==> config.mk <==
export PLATFORM = sky130hd
export DESIGN_NAME = pata_pio_timer
export DESIGN_NICKNAME = d
export VERILOG_FILES = /design/src/rtl/pata_pio_pkg.sv /design/src/rtl/pata_timing_sel.sv /design/src/rtl/pata_phase_ctrl.sv /design/src/rtl/pata_bus_drive.sv /design/src/rtl/pata_pio_timer.sv
export SDC_FILE = /design/constraint.sdc
export NUM_CORES = 1
export LEC_CHECK = 0
export ABC_AREA = 1
export BUFFER_PORTS_ARGS = -buffer_cell sky130_fd_sc_hd__buf_2
export CAP_MARGIN = 20
export CORE_MARGIN = 4
export CORE_UTILIZATION = 44
export DETAILED_ROUTE_END_ITERATION = 12
export GPL_ROUTABILITY_DRIVEN = 0
export GPL_TIMING_DRIVEN = 0
export PLACE_DENSITY = 0.78
export SYNTH_ARGS = -nofsm -noshare
export SYNTH_HDL_FRONTEND = slang
export SYNTH_SLANG_ARGS = --single-unit
==> constraint.sdc <==
create_clock -name clk -period 2.11 [get_ports clk]
set_input_delay 0.3165 -clock clk [delete_from_list [all_inputs] [get_ports clk]]
set_output_delay 0.3165 -clock clk [all_outputs]
set_load 0.05 [all_outputs]
==> src/rtl/pata_pio_pkg.sv <==
// Shared definitions for the PIO cycle timer.
// Assumes a fixed 32-bit timing word made of four byte-wide phase counts.
package pata_pio_pkg;

    localparam int FIELD_W = 8;
    localparam int WORD_W  = 4 * FIELD_W;

    // Timing word: recovery in the top byte, setup in the bottom byte.
    typedef struct packed {
        logic [FIELD_W-1:0] recov;
        logic [FIELD_W-1:0] hold;
        logic [FIELD_W-1:0] strobe;
        logic [FIELD_W-1:0] setup;
    } pio_timing_t;

    typedef enum logic [2:0] {
        PH_IDLE,
        PH_SETUP,
        PH_STROBE,
        PH_HOLD,
        PH_RECOV,
        PH_DONE
    } pio_phase_t;

endpackage

==> src/rtl/pata_timing_sel.sv <==
// Chooses the timing word and the IORDY enable for the requested device.
// Assumes fast_words packs device d at bits 32*d+31:32*d. Purely combinational.
module pata_timing_sel
    import pata_pio_pkg::*;
#(
    parameter int NUM_DEV = 2,
    parameter int DEV_W   = 1
) (
    input  logic [WORD_W-1:0]         cmd_word,
    input  logic [NUM_DEV*WORD_W-1:0] fast_words,
    input  logic [NUM_DEV-1:0]        fast_en,
    input  logic                      rdy_en_cmd,
    input  logic [NUM_DEV-1:0]        rdy_en_fast,
    input  logic [DEV_W-1:0]          dev,
    output pio_timing_t               sel_word,
    output logic                      sel_rdy
);

    pio_timing_t fast_arr [NUM_DEV];

    // Split the packed fast words into one entry per device.
    generate
        for (genvar g = 0; g < NUM_DEV; g++) begin : g_unpack
            assign fast_arr[g] = fast_words[g*WORD_W +: WORD_W];
        end
    endgenerate

    // Pick the fast set for a fast-enabled device, the command set otherwise.
    always_comb begin
        sel_word = pio_timing_t'(cmd_word);
        sel_rdy  = rdy_en_cmd;
        for (int i = 0; i < NUM_DEV; i++) begin
            if ((int'(dev) == i) && fast_en[i]) begin
                sel_word = fast_arr[i];
                sel_rdy  = rdy_en_fast[i];
            end
        end
    end

endmodule

==> src/rtl/pata_phase_ctrl.sv <==
// Phase sequencer: setup, strobe, hold, recovery, done, using one down-counter.
// Assumes bus_iordy is already synchronous to clk. The timing fields are captured at start.
module pata_phase_ctrl
    import pata_pio_pkg::*;
(
    input  logic        clk,
    input  logic        rst_n,
    input  logic        start,
    input  pio_timing_t word_in,
    input  logic        rdy_use_in,
    input  logic        iordy,
    output pio_phase_t  phase,
    output logic        strobe_end
);

    pio_phase_t         phase_q;
    logic [FIELD_W-1:0] cnt_q;
    logic [FIELD_W-1:0] strobe_q;
    logic [FIELD_W-1:0] hold_q;
    logic [FIELD_W-1:0] recov_q;
    logic               rdy_q;
    logic               stall;
    logic               cnt_zero;

    assign cnt_zero   = (cnt_q == '0);
    assign stall      = (phase_q == PH_STROBE) && rdy_q && !iordy;
    assign strobe_end = (phase_q == PH_STROBE) && !stall && cnt_zero;
    assign phase      = phase_q;

    // Advance through the phases, reloading the counter from the captured fields.
    always_ff @(posedge clk) begin
        if (!rst_n) begin
            phase_q  <= PH_IDLE;
            cnt_q    <= '0;
            strobe_q <= '0;
            hold_q   <= '0;
            recov_q  <= '0;
            rdy_q    <= 1'b0;
        end else begin
            case (phase_q)
                PH_IDLE: begin
                    if (start) begin
                        phase_q  <= PH_SETUP;
                        cnt_q    <= word_in.setup;
                        strobe_q <= word_in.strobe;
                        hold_q   <= word_in.hold;
                        recov_q  <= word_in.recov;
                        rdy_q    <= rdy_use_in;
                    end
                end
                PH_SETUP: begin
                    if (cnt_zero) begin
                        phase_q <= PH_STROBE;
                        cnt_q   <= strobe_q;
                    end else begin
                        cnt_q <= cnt_q - FIELD_W'(1);
                    end
                end
                PH_STROBE: begin
                    if (!stall) begin
                        if (cnt_zero) begin
                            phase_q <= PH_HOLD;
                            cnt_q   <= hold_q;
                        end else begin
                            cnt_q <= cnt_q - FIELD_W'(1);
                        end
                    end
                end
                PH_HOLD: begin
                    if (cnt_zero) begin
                        phase_q <= PH_RECOV;
                        cnt_q   <= recov_q;
                    end else begin
                        cnt_q <= cnt_q - FIELD_W'(1);
                    end
                end
                PH_RECOV: begin
                    if (cnt_zero) begin
                        phase_q <= PH_DONE;
                    end else begin
                        cnt_q <= cnt_q - FIELD_W'(1);
                    end
                end
                default: begin
                    phase_q <= PH_IDLE;
                end
            endcase
        end
    end

endmodule

==> src/rtl/pata_bus_drive.sv <==
// Holds the accepted request and decodes the bus pins from the current phase.
// Assumes start is high only in the idle phase. Read data is latched on strobe_end.
module pata_bus_drive
    import pata_pio_pkg::*;
#(
    parameter int ADDR_W   = 3,
    parameter int DATA_W   = 16,
    parameter int CS_W     = 2,
    parameter int CS_SEL_W = 1
) (
    input  logic                clk,
    input  logic                rst_n,
    input  logic                start,
    input  logic                req_write,
    input  logic [CS_SEL_W-1:0] req_cs,
    input  logic [ADDR_W-1:0]   req_addr,
    input  logic [DATA_W-1:0]   req_wdata,
    input  pio_phase_t          phase,
    input  logic                strobe_end,
    input  logic [DATA_W-1:0]   dd_in,
    output logic [ADDR_W-1:0]   addr,
    output logic [CS_W-1:0]     cs_n,
    output logic                dior_n,
    output logic                diow_n,
    output logic [DATA_W-1:0]   dd_out,
    output logic                dd_oe,
    output logic [DATA_W-1:0]   rdata
);

    logic                wr_q;
    logic [CS_SEL_W-1:0] cs_q;
    logic [ADDR_W-1:0]   addr_q;
    logic [DATA_W-1:0]   wdata_q;
    logic                active;
    logic                in_strobe;

    // Capture the request fields when the access is accepted.
    always_ff @(posedge clk) begin
        if (!rst_n) begin
            wr_q    <= 1'b0;
            cs_q    <= '0;
            addr_q  <= '0;
            wdata_q <= '0;
        end else if (start) begin
            wr_q    <= req_write;
            cs_q    <= req_cs;
            addr_q  <= req_addr;
            wdata_q <= req_wdata;
        end
    end

    // Latch read data on the edge that releases the read strobe.
    always_ff @(posedge clk) begin
        if (!rst_n) begin
            rdata <= '0;
        end else if (strobe_end && !wr_q) begin
            rdata <= dd_in;
        end
    end

    assign active    = (phase == PH_SETUP) || (phase == PH_STROBE) || (phase == PH_HOLD);
    assign in_strobe = (phase == PH_STROBE);

    assign addr   = active ? addr_q : '0;
    assign dior_n = !(in_strobe && !wr_q);
    assign diow_n = !(in_strobe && wr_q);
    assign dd_oe  = wr_q && (in_strobe || (phase == PH_HOLD));
    assign dd_out = dd_oe ? wdata_q : '0;

    // One active-low select per line; only the captured index goes low.
    generate
        for (genvar g = 0; g < CS_W; g++) begin : g_cs
            assign cs_n[g] = !(active && (cs_q == CS_SEL_W'(g)));
        end
    endgenerate

endmodule

==> src/rtl/pata_pio_timer.sv <==
// Top of the PIO cycle timer: request acceptance, timing selection, phase
// sequencing and bus pin decode. Assumes bus_iordy is synchronous to clk.
module pata_pio_timer
    import pata_pio_pkg::*;
#(
    parameter int ADDR_W  = 3,
    parameter int DATA_W  = 16,
    parameter int CS_W    = 2,
    parameter int NUM_DEV = 2,
    localparam int DEV_W    = (NUM_DEV > 1) ? $clog2(NUM_DEV) : 1,
    localparam int CS_SEL_W = (CS_W > 1) ? $clog2(CS_W) : 1
) (
    input  logic                      clk,
    input  logic                      rst_n,
    input  logic                      core_en,
    input  logic                      rst_ctl,
    input  logic [NUM_DEV-1:0]        fast_en,
    input  logic                      rdy_en_cmd,
    input  logic [NUM_DEV-1:0]        rdy_en_fast,
    input  logic [WORD_W-1:0]         cmd_timing,
    input  logic [NUM_DEV*WORD_W-1:0] fast_timing,
    input  logic                      req_valid,
    input  logic                      req_write,
    input  logic [DEV_W-1:0]          req_dev,
    input  logic [CS_SEL_W-1:0]       req_cs,
    input  logic [ADDR_W-1:0]         req_addr,
    input  logic [DATA_W-1:0]         req_wdata,
    output logic                      busy,
    output logic                      done,
    output logic [DATA_W-1:0]         rsp_rdata,
    output logic [ADDR_W-1:0]         bus_addr,
    output logic [CS_W-1:0]           bus_cs_n,
    output logic                      bus_dior_n,
    output logic                      bus_diow_n,
    output logic [DATA_W-1:0]         bus_dd_out,
    output logic                      bus_dd_oe,
    input  logic [DATA_W-1:0]         bus_dd_in,
    input  logic                      bus_iordy,
    output logic                      bus_rst_n
);

    pio_phase_t  phase;
    pio_timing_t sel_word;
    logic        sel_rdy;
    logic        start;
    logic        strobe_end;

    assign busy  = (phase != PH_IDLE);
    assign done  = (phase == PH_DONE);
    assign start = req_valid && core_en && !busy;

    // Register the bus reset line; held asserted during chip reset.
    always_ff @(posedge clk) begin
        if (!rst_n) begin
            bus_rst_n <= 1'b0;
        end else begin
            bus_rst_n <= !rst_ctl;
        end
    end

    pata_timing_sel #(
        .NUM_DEV (NUM_DEV),
        .DEV_W   (DEV_W)
    ) u_sel (
        .cmd_word    (cmd_timing),
        .fast_words  (fast_timing),
        .fast_en     (fast_en),
        .rdy_en_cmd  (rdy_en_cmd),
        .rdy_en_fast (rdy_en_fast),
        .dev         (req_dev),
        .sel_word    (sel_word),
        .sel_rdy     (sel_rdy)
    );

    pata_phase_ctrl u_phase (
        .clk        (clk),
        .rst_n      (rst_n),
        .start      (start),
        .word_in    (sel_word),
        .rdy_use_in (sel_rdy),
        .iordy      (bus_iordy),
        .phase      (phase),
        .strobe_end (strobe_end)
    );

    pata_bus_drive #(
        .ADDR_W   (ADDR_W),
        .DATA_W   (DATA_W),
        .CS_W     (CS_W),
        .CS_SEL_W (CS_SEL_W)
    ) u_drive (
        .clk        (clk),
        .rst_n      (rst_n),
        .start      (start),
        .req_write  (req_write),
        .req_cs     (req_cs),
        .req_addr   (req_addr),
        .req_wdata  (req_wdata),
        .phase      (phase),
        .strobe_end (strobe_end),
        .dd_in      (bus_dd_in),
        .addr       (bus_addr),
        .cs_n       (bus_cs_n),
        .dior_n     (bus_dior_n),
        .diow_n     (bus_diow_n),
        .dd_out     (bus_dd_out),
        .dd_oe      (bus_dd_oe),
        .rdata      (rsp_rdata)
    );

endmodule

Yosys cells after proc, flatten, opt, wreduce, memory -nomap -nowiden
Index checks and enable logic that the tools add are counted.
Word-level totals
  bits in registers: 74
  word-level logic and storage cells: 80
  output and inout port bits: 43
  input bits: 145
Operators by class
  reductions and logical operators: 33
  multiplexer cells: 20
  bitwise logic cells: 2
  equal/unequal tests: 12
  add/subtract/negate cells: 1
Operators by type and width (count)
  32-bit two-way mux: 2
  8-bit two-way mux: 6
  8-bit case mux with 5 select lines: 1
  3-bit two-way mux: 7
  16-bit two-way mux: 1
  3-bit case mux with 5 select lines: 1
  1-bit logical AND: 14
  2-bit inequality test (second input constant): 6
  1-bit zero test: 9
  8-bit zero test: 1
  8-bit by 1-bit subtractor with 8-bit output (second input constant): 1
  3-bit by 2-bit equality test with 1-bit output (second input constant): 2
  3-bit equality test (second input constant): 2
  6-bit AND reduction: 1
  5-bit nonzero test: 1
  4-bit AND reduction: 1
  3-bit by 1-bit equality test with 1-bit output (second input constant): 1
  3-bit zero test: 1
  1-bit logical OR: 3
  3-bit nonzero test: 1
  1-bit two-way mux: 2
  2-bit by 1-bit inequality test with 1-bit output (second input constant): 1
  1-bit NOT: 2
  2-bit AND reduction: 1

Longest topological paths before layout
Gate-level depths: netlist of the first run.
  depth in word-level cells: 7
  gate-level depth with buffers: 12
  mapped depth without buffers: 12

Cells and area by module
From an unflattened synthesis of the first run, not the netlist that was laid out.
Second synthesis, totals
  cell total of the unflattened synthesis: 783
  area total of the unflattened synthesis: 5012.3 um2
Modules (own cells, without submodules)
  pata_phase_ctrl: times used 1, sequential area each 720.7 um2, cells each 304, area an instance 2018.2 um2
  pata_bus_drive: times used 1, sequential area each 740.7 um2, cells each 247, area an instance 1714.1 um2
  pata_timing_sel: times used 1, sequential area each 0.0 um2, cells each 222, area an instance 1218.7 um2
  pata_pio_timer: times used 1, sequential area each 20.0 um2, cells each 10, area an instance 61.3 um2

Least setup slack after synthesis of the first run
OpenSTA, ideal clock, no wires.
  path kind: register to output
  start point: register u_phase.phase_q[2], in the netlist u_phase.phase[2]
  end point: output bus_dd_out[10]
  required time: 1.794 ns
  arrival: 2.403 ns
  cell stages (with the launch flop): 7
  buffers on the path: 1
  path slack: -0.609 ns
  cell sequence: dfxtp_1 -> inv_2 -> nand2_1 -> nor2_1 -> inv_1 -> clkbuf_1 -> nor2_1
Between the ends
  cells in the longest elaborated chain, start to end: 4
  elaborated cells between the ends (all ways): 5
  classes of those cells: 2 x eq/ne; 1 x mux; 2 x reduce/logical
RTL lines
  from (decl): line pata_phase_ctrl.sv:16  | pio_phase_t phase_q;
  from (signal assigned): line pata_phase_ctrl.sv:33  | phase_q <= PH_IDLE;
  from (signal assigned): line pata_phase_ctrl.sv:43  | phase_q <= PH_SETUP;
  from (signal assigned): line pata_phase_ctrl.sv:53  | phase_q <= PH_STROBE;
  3-bit by 2-bit equality test with 1-bit output, on equally long branches: line pata_bus_drive.sv:62, pata_bus_drive.sv:67
  1-bit logical OR (*): line pata_bus_drive.sv:67  | assign dd_oe = wr_q && (in_strobe || (phase == PH_HOLD));
  1-bit logical AND (*): line pata_bus_drive.sv:67
  net bus_dd_oe: line pata_pio_timer.sv:36  | output logic bus_dd_oe,
  16-bit two-way mux (*): line pata_bus_drive.sv:68  | assign dd_out = dd_oe ? wdata_q : '0;
  to (decl): line pata_pio_timer.sv:35  | output logic [DATA_W-1:0] bus_dd_out,
Mark *: on every way through the listed nets, which the timed path passes. The rest lies on a longest branch.

Worst setup path in the final report of the first run
  start point: register u_phase.phase_q[2], in the netlist u_phase.phase[2]
  end point: output bus_dd_out[12]
Between the ends
  cells in the longest elaborated chain, start to end: 4
  elaborated cells between the ends (all ways): 5
  classes of those cells: 2 x eq/ne; 1 x mux; 2 x reduce/logical
RTL lines (line)
  3-bit by 2-bit equality test with 1-bit output, on equally long branches: pata_bus_drive.sv:62, pata_bus_drive.sv:67
  1-bit logical OR (*): pata_bus_drive.sv:67
  1-bit logical AND (*): pata_bus_drive.sv:67
  16-bit two-way mux (*): pata_bus_drive.sv:68
Mark *: on every way between the ends. The rest lies on a longest branch, timed or not.

==> key figures, run 1 <==
Outcome
  – Status: completed

Synthesis
  – Post-synth EDFFs: 0
  – Largest area contributor in the netlist: dfxtp_1
  – Seq/Total Area, Yosys: 0.361
  – Synth Flop Type: dfxtp_1
  – Asr flop ratio synth: 0
  – Commonest cells in the netlist: nor2_1 (96), nand2_1 (88), inv_1 (87)
  – Seq cells post-synth: 74
  – Count leader, synth: nor2_1
  – Top post-synthesis cells by area: dfxtp_1 (36%), a21oi_1 (9.9%), nor2_1 (8.8%), nand2_1 (8.0%), inv_1 (7.9%)
  – Yosys warning total: 0
  – Distinct cells, synth: 33
  – Post-synth top area share: 0.361
  – Mapped Avg Cell Area: 6.62 um^2
  – Syn_nets: 768
  – Cells after synthesis: 621
  – Post-Syn Area: 4110 um^2

Cells and area
  – Layout Nets: 966
  – Synthesis-to-finish area growth: 34.6%
  – Filler Cell Count: 824
  – Post-Layout Cell Count: 932
  – Antenna diodes: 0
  – Final core occ: 0.622
  – Layout cells sized above 1: 0.313

Timing
  – # setup viols final: 0
  – RSZ-0062 raised after global routing: false
  – Setup TNS: 0 ns
  – Slew Limit Fails: 0
  – Max Clk Rate: 504 MHz
  – Endpoints failing hold: 0
  – Fin crit period: 1.98 ns
  – Worst-Margin Slew: 0.662 ns
  – Worst Skew: 0.00760 ns
  – Final WS setup: 0.128 ns
  – Slew headroom: 0.556
  – Final worst path period share: 0.940

Drt
  – Residual DRC: 0
  – WL final: 13.1 mm
  – Wire length per cell: 14.0 um
  – DR vias: 4810
  – Initial DRC count: 347
  – DRT Pass-1 Iters: 5
  – Antenna Nets Post-Route: 0
  – Vias/cell: 5.16

Critical path
  – Worst-path maximum fanout: 10
  – Crit path max-delay family: buffers and inverters
  – Crit-path max cell delay: 0.37 ns
  – CP endpoint kind: output pin
  – CP bufs+invs: 4
  – Worst Path Arrival: 1.67 ns
  – Critical path's slowest cell: dfxtp_1
  – Critical path required time: 1.79 ns
  – Critical path type: reg2out
  – Critical Path, Cell by Cell: inv_2 -> nand2_2 -> nor2_4 -> inv_2 -> clkbuf_16 -> nor2_4 -> buf_4
  – Type of origin of the critical path: flop

Clock network
  – CTS tree: done
  – H-Tree Depth: 3
  – Clk Tree Root Cell: clkbuf_8
  – Hold buffers post-CTS: 0
  – CTS clk-pin slew, worst paths: 0.09 ns
  – Clock buffer depth: 2
  – CTS Sinks: 74
  – Skew-Pair Late Insertion Delay: 0.35 ns
  – TritonCTS Buffers: 9

Die
  – Initial Utilization: 0.462
  – Die Ht: 105 um
  – Core area: 8890 um^2
  – Floorplan row count: 34
  – Ports: 188
  – Die width: 105 um
  – Die ar.: 10900 um^2

Power
  – Power Density: 1030 nW/um^2
  – Static Leak: 2.79 nW
  – Peak VDD IR: 0.451 mV

Place
  – Placed Cells: 915
  – IO buf count: 186
  – Post-DP HPWL: 10.3 mm
  – Pre-CTS WS: 0.0653 ns

GRT
  – Total global routing overflow: 0
  – Via count of the first global-routing pass: 4742
  – Largest net degree at the start of global routing: 15
  – Initial antenna violation count: 0
  – GRT Util Overall: 0.234
  – First-pass GRT wire length: 21.3 mm

Hold path
  – Hold Path Class: in2reg

Run
  – Max-cap viol count: 0
## what timing repair did
| action | CTS | global route |
|---|---|---|
| setup endpoints to repair | 10 | 14 |
| gates resized for setup | 14 | 5 |
| endpoints found under the hold margin | 0 | 0 |
| setup buffers | 0 | 1 |
## stage by stage
step / hold slack [ns] / cell area, um^2 / power (mW)
6_report: 0.105 / 5530 / 5.70
5_1_grt: 0.0865 / 5530 / 6.13
4_1_cts: 0.0922 / 5510 / 5.68
3_5_place_dp: 0.433 / 5260 / 4.50
3_3_place_gp: 0.428 / 5260 / 4.43
2_1_floorplan: 0.389 / 4190 / 3.84
## layout make-up
type,count,area (um^2),area share
buffer,35,193,0.0348
clock buffer,10,138,0.0249
clock inverter,6,72.6,0.0131
inverter,93,352,0.0636
multi-input combinational,419,2200,0.397
sequential,74,1480,0.268
tap,108,135,0.0244
timing repair buffer,187,963,0.174
## registers in the layout, indices dropped and copies added (netlist names), 3 cells and up
name / cells
u_drive.addr_q: 3
u_drive.rdata: 16
u_drive.wdata_q: 16
u_phase.cnt_q: 8
u_phase.hold_q: 8
u_phase.phase: 3
u_phase.recov_q: 8
u_phase.strobe_q: 8
## where the power goes
| group | total, mW | internal, mW | switching [mW] |
|---|---|---|---|
| combinational | 2.68 | 0.894 | 1.79 |
| clock | 1.16 | 0.591 | 0.568 |
| sequential | 1.86 | 1.69 | 0.172 |
| total | 5.70 | 3.17 | 2.53 |
## final timing paths
path,startpoint,end,slack [ns],cells after the start
worst max-delay path,u_phase.phase[2],bus_dd_out[12],0.13,7
worst min-delay path,rst_ctl,bus_rst_n,0.11,2
worst max register to register,u_phase.cnt_q[0],u_drive.rdata[15],0.22,10
worst min register to register,u_drive.rdata[4],u_drive.rdata[4],0.45,2
## cells by family (layout without fill, tap and decap cells)
group,Yosys count,after routing,synth area share
DFF,74,74,0.361
AOI/OAI and AO/OA,183,183,0.256
buffers and inverters,128,331,0.127
adders and majority gates,2,2,0.00609
xor gates and xnor gates,4,4,0.00853
and+or+nand+nor,230,230,0.242
## layout by cell type (no fill, tap or decap), types with 3 or more instances in the layout
master,netlist,final
buf_1,4,4
o211ai_1,25,25
buf_2,12,188
inv_2,5,6
nor3_1,3,3
nand2_2,2,3
a21oi_1,81,81
inv_1,87,86
clkbuf_1,14,12
clkbuf_8,0,10
nand2_1,88,87
nor2_1,96,85
dfxtp_1,74,73
o21ai_0,49,49
nor2_2,4,3
nand2_4,3,3
nor2_4,2,14
nand3_1,24,24
buf_4,2,13
o31ai_1,25,25
## routing by layer
layer / track usage / up-vias / share of wire
li1: - / 2423 / -
met1: 0.295 / 2146 / 0.43
met2: 0.398 / 220 / 0.47
met3: 0.0493 / 21 / 0.087
met4: 0.0815 / 0 / 0.017
met5: 0 / - / 0
Note: power is estimated with default switching activity, not from simulation.
==> run 2, diff against run 1 <==
--- a/config.mk
+++ b/config.mk
@@ -5,7 +5,7 @@
 export SDC_FILE = /design/constraint.sdc
 export NUM_CORES = 1
 export LEC_CHECK = 0
-export ABC_AREA = 1
+export ABC_AREA = 0
 export BUFFER_PORTS_ARGS = -buffer_cell sky130_fd_sc_hd__buf_2
 export CAP_MARGIN = 20
 export CORE_MARGIN = 4
@@ -13,7 +13,8 @@
 export DETAILED_ROUTE_END_ITERATION = 12
 export GPL_ROUTABILITY_DRIVEN = 0
 export GPL_TIMING_DRIVEN = 0
-export PLACE_DENSITY = 0.78
+export PLACE_DENSITY = 0.75
 export SYNTH_ARGS = -nofsm -noshare
 export SYNTH_HDL_FRONTEND = slang
+export SYNTH_HIERARCHICAL = 1
 export SYNTH_SLANG_ARGS = --single-unit
==> key figures, run 2 <==
Outcome
  – Status: completed

Power
  – Clk pwr share: 0.352
  – Comb pwr share: 0.307
  – Design Power: 4.65 mW
  – Peak VDD IR: 0.539 mV
  – Sw Share: 0.315
  – Internal power: 3.19 mW
  – Switch Pwr: 1.47 mW
  – Power Density: 717 nW/um^2
  – Sequential power share: 0.341
  – Static Leak: 3.04 nW

Die
  – Die Ht: 114 um
  – Initial Utilization: 0.452
  – Floorplan row count: 38
  – Ports: 188
  – Die ar.: 13000 um^2
  – Core area: 10900 um^2
  – Die width: 114 um

Synthesis
  – Largest area contributor in the netlist: dfxtp_1
  – Seq/Total Area, Yosys: 0.300
  – Distinct cells, synth: 59
  – Top post-synthesis cells by area: dfxtp_1 (30%), mux2i_1 (28%), nand2_1 (7.2%), a21oi_1 (4.3%), nor2b_1 (3.0%)
  – Count leader, synth: mux2i_1
  – Yosys warning total: 6
  – Syn_nets: 713
  – Asr flop ratio synth: 0
  – Synth Flop Type: dfxtp_1
  – Seq cells post-synth: 74
  – Post-Syn Area: 4940 um^2
  – Cells after synthesis: 566
  – Post-synth top area share: 0.300
  – Mapped Avg Cell Area: 8.73 um^2
  – Post-synth EDFFs: 0
  – Commonest cells in the netlist: mux2i_1 (140), nand2_1 (95), dfxtp_1 (74)

Drt
  – Vias/cell: 5.29
  – Wl on met1: 5.41 mm
  – DR vias: 4810
  – Antenna Nets Post-Route: 0
  – Residual DRC: 0
  – Wire length per cell: 14.8 um
  – WL final: 13.4 mm
  – Met2 routed WL: 6.86 mm
  – DR WL met3: 821 um
  – DRT Pass-1 Iters: 5
  – Initial DRC count: 240
  – Highest routed metal layer: met4

Run
  – Max-cap viol count: 0

Timing
  – Slew Limit Fails: 0
  – # setup viols final: 0
  – Slew headroom: 0.653
  – Final worst path period share: 0.983
  – Max Clk Rate: 482 MHz
  – Worst Skew: 0.0105 ns
  – Worst-Margin Slew: 0.521 ns
  – Endpoints failing hold: 0
  – Fin crit period: 2.07 ns
  – Hold Slack: 0.134 ns

Critical path
  – Type of origin of the critical path: flop
  – CP endpoint kind: flop
  – Worst-path maximum fanout: 8
  – Critical path type: reg2reg
  – Critical path required time: 2.36 ns
  – Worst Path Arrival: 2.33 ns

Cells and area
  – Antenna diodes: 0
  – Commonest non-fill, non-tap cell in the layout: buf_2
  – Layout Nets: 912
  – Most frequent cells in the layout: buf_2 (195), mux2i_1 (139), nand2_1 (94)
  – Largest regs: u_drive/rdata x16, u_drive/wdata_q x16
  – Register area: 1490 um^2
  – Synthesis-to-finish area growth: 31.4%
  – Layout cells sized above 1: 0.366
  – Filler Cell Count: 980
  – Multi-input gate area: 3130 um^2

Clock network
  – Clk Tree Root Cell: clkbuf_16
  – H-Tree Depth: 3
  – Clock buffer depth: 2
  – CTS tree: done
  – TritonCTS Buffers: 9
  – Skew-Pair Late Insertion Delay: 0.33 ns
  – CTS clk-pin slew, worst paths: 0.06 ns
  – CTS Sinks: 74

Place
  – IO buf count: 184
  – Post-DP HPWL: 10.7 mm

GRT
  – Via count of the first global-routing pass: 4813
  – First-pass GRT wire length: 21.5 mm
  – Largest net degree at the start of global routing: 14
  – Initial antenna violation count: 0
  – Total global routing overflow: 0
  – GRT Util Overall: 0.198

Hold path
  – Hold Path Class: in2reg
==> run 2: power groups by stage <==
stage	Combinational [mW]	Sequential (mW)	Clock (mW)
3_5_place_dp	1.33	1.60	0
4_1_cts	1.38	1.58	1.66
6_report	1.43	1.59	1.64
5_1_grt	1.56	1.60	1.72
2_1_floorplan	0.960	1.59	0
3_3_place_gp	1.29	1.59	0
==> run 2: repair_timing <==
item | CTS | global route
resized for setup | 18 | 18
hold buffers | 0 | 0
pin swaps | 1 | 1
buffers inserted | 1 | 4
hold endpoints to repair | 0 | 0
endpoints found under the setup margin | 44 | 43
==> run 2: metal layers <==
metal,vias to the layer above,GRT usage
li1,2387,-
met4,0,0.0721
met1,2186,0.241
met3,32,0.0249
met5,-,0
met2,205,0.356
==> run 2: cell type report <==
cell class,count,area share
multi-input combinational,437,0.483
tap,140,0.0270
clock buffer,11,0.0359
inverter,6,0.00347
buffer,48,0.0605
sequential,74,0.229
clock inverter,5,0.0133
timing repair buffer,189,0.148
==> run 2: cell families (layout without fill, tap and decap cells) <==
logic type	after synthesis	count (layout)	share of synthesized area
buffers and inverters	55	259	0.0801
AND/OR/NAND/NOR	190	190	0.195
adder cells (fa/ha/maj)	2	2	0.00507
flip-flops	74	74	0.300
AO/OA/AOI/OAI	97	97	0.121
XOR/XNOR	6	6	0.0106
multiplexers	142	142	0.288
==> run 2: path summary, 6_finish.rpt <==
path,depth (start not counted),start,endpoint,slack [ns]
max,7,u_phase/cnt_q[0],u_phase/cnt_q[4],0.04
min reg2reg,2,u_drive/rdata[0],u_drive/rdata[0],0.46
max reg2reg,7,u_phase/cnt_q[0],u_phase/cnt_q[4],0.04
min,2,rst_ctl,bus_rst_n,0.13
==> run 2: stage by stage <==
step	cells	util	setup slack, ns	setup TNS, ns	area, um^2
2_1_floorplan	566	-	0.00574	0	4940
3_3_place_gp	890	0.552	-0.340	-4.49	6040
3_5_place_dp	890	0.552	-0.382	-6.18	6040
4_1_cts	906	0.587	0.00324	0	6420
5_1_grt	910	0.593	-0.0186	-0.0205	6490
6_report	910	0.593	0.0369	0	6490
==> run 2: critical path, cell delays in order, from the launching register on <==
cell and delay, ns:
dfxtp_4 0.37, inv_2 0.08, ha_1 0.23, nor3b_1 0.45, xor2_1 0.21, a211oi_1 0.09, a2111o_1 0.41, a31oi_1 0.17
